### src/rtl/vint_encoder.sv
module vint_encoder #(
  parameter int          NUM_LINES = 8,
  parameter int          DATA_W    = 8,
  parameter int          ADDR_W    = 8,
  parameter logic [7:0]  MASK_PORT = 8'hFE,
  parameter logic [7:0]  RST_BASE  = 8'hC7,
  parameter int          VEC_SHIFT = 3
) (
  input  logic                 clk,
  input  logic                 rst_n,
  input  logic [NUM_LINES-1:0] req_n,
  input  logic                 io_wr,
  input  logic [ADDR_W-1:0]    io_addr,
  input  logic [DATA_W-1:0]    io_wdata,
  input  logic                 vec_en,
  input  logic                 ack,
  output logic                 irq,
  output logic [DATA_W-1:0]    vec_out,
  output logic                 vec_oe
);
  localparam int IDX_W = (NUM_LINES > 1) ? $clog2(NUM_LINES) : 1;
  localparam logic [IDX_W-1:0] IDX_NONE = IDX_W'(NUM_LINES - 1);

  logic [NUM_LINES-1:0] mask_q;
  logic [NUM_LINES-1:0] live;
  logic [IDX_W-1:0]     sel_idx;
  logic [IDX_W-1:0]     held_idx;
  logic                 mask_hit;

  assign mask_hit = io_wr && (io_addr == ADDR_W'(MASK_PORT));
  assign live     = vec_en ? (~req_n & ~mask_q) : '0;
  assign irq      = |live;

  always_comb begin
    sel_idx = IDX_NONE;
    for (int i = NUM_LINES - 1; i >= 0; i--)
      if (live[i]) sel_idx = IDX_W'(i);
  end

  always_ff @(posedge clk or negedge rst_n) begin
    if (!rst_n) mask_q <= '0;
    else if (mask_hit) mask_q <= io_wdata[NUM_LINES-1:0];
  end

  always_ff @(posedge clk or negedge rst_n) begin
    if (!rst_n) held_idx <= IDX_NONE;
    else if (!ack) held_idx <= sel_idx;
  end

  assign vec_oe  = ack;
  assign vec_out = ack ? (DATA_W'(RST_BASE) | (DATA_W'(held_idx) << VEC_SHIFT)) : '0;

  assert_mask_load_R2: assert property (@(posedge clk) disable iff (!rst_n)
    mask_hit |=> mask_q == $past(io_wdata[NUM_LINES-1:0]));

  assert_mask_hold_R3: assert property (@(posedge clk) disable iff (!rst_n)
    !mask_hit |=> $stable(mask_q));

  assert_winner_live_R4: assert property (@(posedge clk) disable iff (!rst_n)
    irq |-> (!req_n[sel_idx] && !mask_q[sel_idx]));

  assert_enable_gate_R6: assert property (@(posedge clk) disable iff (!rst_n)
    !vec_en |-> !irq);

  assert_opcode_form_R7: assert property (@(posedge clk) disable iff (!rst_n)
    vec_oe |-> (vec_out[2:0] == 3'b111 && vec_out[7:6] == 2'b11));

  assert_ack_freeze_R9: assert property (@(posedge clk) disable iff (!rst_n)
    (ack && $past(ack)) |-> $stable(vec_out));
endmodule

### config.mk
export PLATFORM = sky130hd
export DESIGN_NAME = vint_encoder
export DESIGN_NICKNAME = d
export VERILOG_FILES = /design/src/rtl/vint_encoder.sv
export SDC_FILE = /design/constraint.sdc
export NUM_CORES = 1
export LEC_CHECK = 0
export ABC_AREA = 1
export BUFFER_PORTS_ARGS = -buffer_cell sky130_fd_sc_hd__buf_2
export CAP_MARGIN = 0
export CORE_MARGIN = 5
export CORE_UTILIZATION = 47
export CTS_BUF_LIST = sky130_fd_sc_hd__clkbuf_8
export DETAILED_ROUTE_END_ITERATION = 10
export GPL_TIMING_DRIVEN = 0
export PLACE_DENSITY = 0.85
export SETUP_SLACK_MARGIN = 0.15
export SYNTH_ARGS = -nofsm -noshare
export SYNTH_HDL_FRONTEND = slang
export SYNTH_SLANG_ARGS = --single-unit
export TNS_END_PERCENT = 5
### constraint.sdc
create_clock -name clk -period 2.5 [get_ports clk]
set_clock_uncertainty 0.1 [all_clocks]
set_input_delay 0.5 -clock clk [delete_from_list [all_inputs] [get_ports clk]]
set_output_delay 0.5 -clock clk [all_outputs]
set_load 0.1 [all_outputs]
==> reports/metrics.yaml <==
run_status: "complete, no violations"
crit_path_max_fanout: 6
grt_pass1_vias: 680
cts_made_buffers: 3
cts.clk_slew.worst_paths_ns: 0.05
h-tree-depth: 1
drt-met1-wl_um: 527
design.core.area_um2: 1320
synth_edf_count: 0
arrival_ns: 1.53
startpoint_type: "input pin"
die_h_um: 47.6
synth-seq-area-share: 0.419
initial_core_util: 0.505
rrSetupSlack_ns: 1.44
core.rowCount: 13
dr_wl_met2_um: 761
finalNonFillerCells: 143
critPathSlowestCell: "buf_2"
num_vias: 653
end_kind: "output port"
yosysWarnings: 0
postCtsHoldBufs: 0
grt_first_pass_wirelength_um: 2530
reg2reg_depth: 4
fp.dieArea_um2: 2270
syn_to_final_growth_pct: 38.2
n_antenna_cell: 0
async_flop_share: 1.00
setup_viol: 0
drive_gt1_frac: 0.492
remaining_drc_errors: 0
synthCells: 86
nFillCells: 114
clock-root-buffer: "clkbuf_8"
dp_cells: 139
p_leak_nw: 0.557
critPathMaxStageDelay_ns: 0.43
ys_types: 16
worstPathCellList: "buf_2 -> inv_1 -> nor3_1 -> nor3_1 -> nand3b_1 -> buf_2"
yosysMostFrequentCell: "nand2_1"
grt_max_degree: 12
hold_viol_final: 0
hp-class: "input pin to async pin"
finalSetupTns_ns: 0
dr.pass1.iters: 4
synth_commonest_cells: "22 x nand2_1, 16 x inv_1, 8 x dfrtp_1, 8 x o21ai_2, 7 x nor2_1"
drtIter0Drc: 7
reg2reg_to: "held_idx[2]"
period_share: 0.854
avgSynthCellArea_um2: 7.74
r2r-start: "mask_q[0]"
insertion_delay_ns: 0.23
ctsResizeCount: 0
hold_ws_ns: 0.0239
ys_ff_latch: 11
wirelength_um: 1470
synth_area_leader_cell: "dfrtp_1"
wl_met3_um: 155
top_layer_used: "met4"
synth_top_area_frac: 0.301
min_period_ns: 2.13
cts_tree: "done"
grt-ovfl-total: 0
synth_area_um2: 666
finalPower_mw: 0.524
postCtsSetupRepairBufs: 0
setup_slack_ns: 0.365
slew_headroom: 0.677
critical_path_required_ns: 1.90
ys.flop_type: "dfrtp_1"
gp_congestion: 0.826
hpwlAfterDp_um: 1250
vias_per_cell: 4.57
max_freq_mhz: 468
final_antenna_net_count: 0
pwr_density_cell_nw_per_um2: 570
rsz0062_at_grt: "false"
antenna_found_initial: 0
ys_top_cells_by_area: "dfrtp_1 30%, nand2_1 12%, dfstp_2 12%"
wl_per_cell_um: 10.3
pre_cts_slack_ns: 0.343
crit_type: "input pin to output port"
nets: 158
port_buffers: 38
grt_use_total: 0.160
slew_violations: 0
clockBufferDepth: 2
ios: 39
ir_worst_vdd_uv: 374
clkSinkCount: 11
maxCapViolations: 0
worst_slew_pin_slew_ns: 0.488
synth_nets: 115
fp.dieW_um: 47.6
## per-stage QoR
stage,instance area [um2],utilization
6_report,920,0.698
5_1_grt,920,0.698
4_1_cts,920,0.698
3_5_place_dp,875,0.664
3_3_place_gp,875,0.664
2_1_floorplan,666,-
## kinds of logic (layout without fill, tap and decap cells)
logic type	Yosys count	after routing	share of synthesized area
buffers and inverters	23	65	0.175
DFF	11	11	0.419
AOI/OAI and AO/OA	11	11	0.128
and+or+nand+nor	41	41	0.278
## routing by layer
metal	GRT usage	up-vias
met5	0	-
met4	0.0645	0
met3	0.0489	4
met2	0.289	28
met1	0.174	278
li1	-	343
## area by class of cell
| type | instances | area [um2] | area share |
|---|---|---|---|
| clock inverters | 1 | 3.75 | 0.00408 |
| clock buffers | 3 | 41.3 | 0.0449 |
| repair buffers | 38 | 190 | 0.207 |
| inverters | 16 | 60.1 | 0.0653 |
| well taps | 15 | 18.8 | 0.0204 |
| plain buffers | 7 | 56.3 | 0.0612 |
| flip-flops and latches | 11 | 279 | 0.303 |
| multi-input cells | 52 | 270 | 0.294 |
## report_power, final
part	internal [mW]	switching [mW]	leakage, nW
logic	0.0432	0.112	0.389
clock network	0.107	0.0623	0.0269
registers	0.194	0.00502	0.142
## worst max-delay path by stage
stage / startpoint / to / slack (ns) / cells after the start
floorplan: vec_en / irq / 0.33 / 4
global placement: vec_en / irq / 0.37 / 6
detailed placement: vec_en / irq / 0.34 / 6
CTS: vec_en / irq / 0.37 / 6
global route: vec_en / irq / 0.27 / 6
finish: vec_en / irq / 0.37 / 6
## cell usage in the layout (no fill, tap or decap)
cell,count
nand2_2,2
clkbuf_8,3
inv_1,17
nand3_1,4
buf_4,6
o21ai_2,8
o21ai_0,3
dfstp_2,3
nor3_2,1
nor2_1,7
buf_6,1
nand3b_1,1
nor3_1,2
nand4_1,1
nand2_1,22
buf_2,38
nand3_2,1
dfrtp_1,8
## registers in the layout, indices dropped and copies added, names as in the netlist
| register | count |
|---|---|
| held_idx | 3 |
| mask_q | 8 |
## worst max-delay path, delay by kind of cell
kind | cells | cell delay (ns)
buffers and inverters | 3 | 0.64
and+or+nand+nor | 3 | 0.39
(Power assumes the default switching activity.)
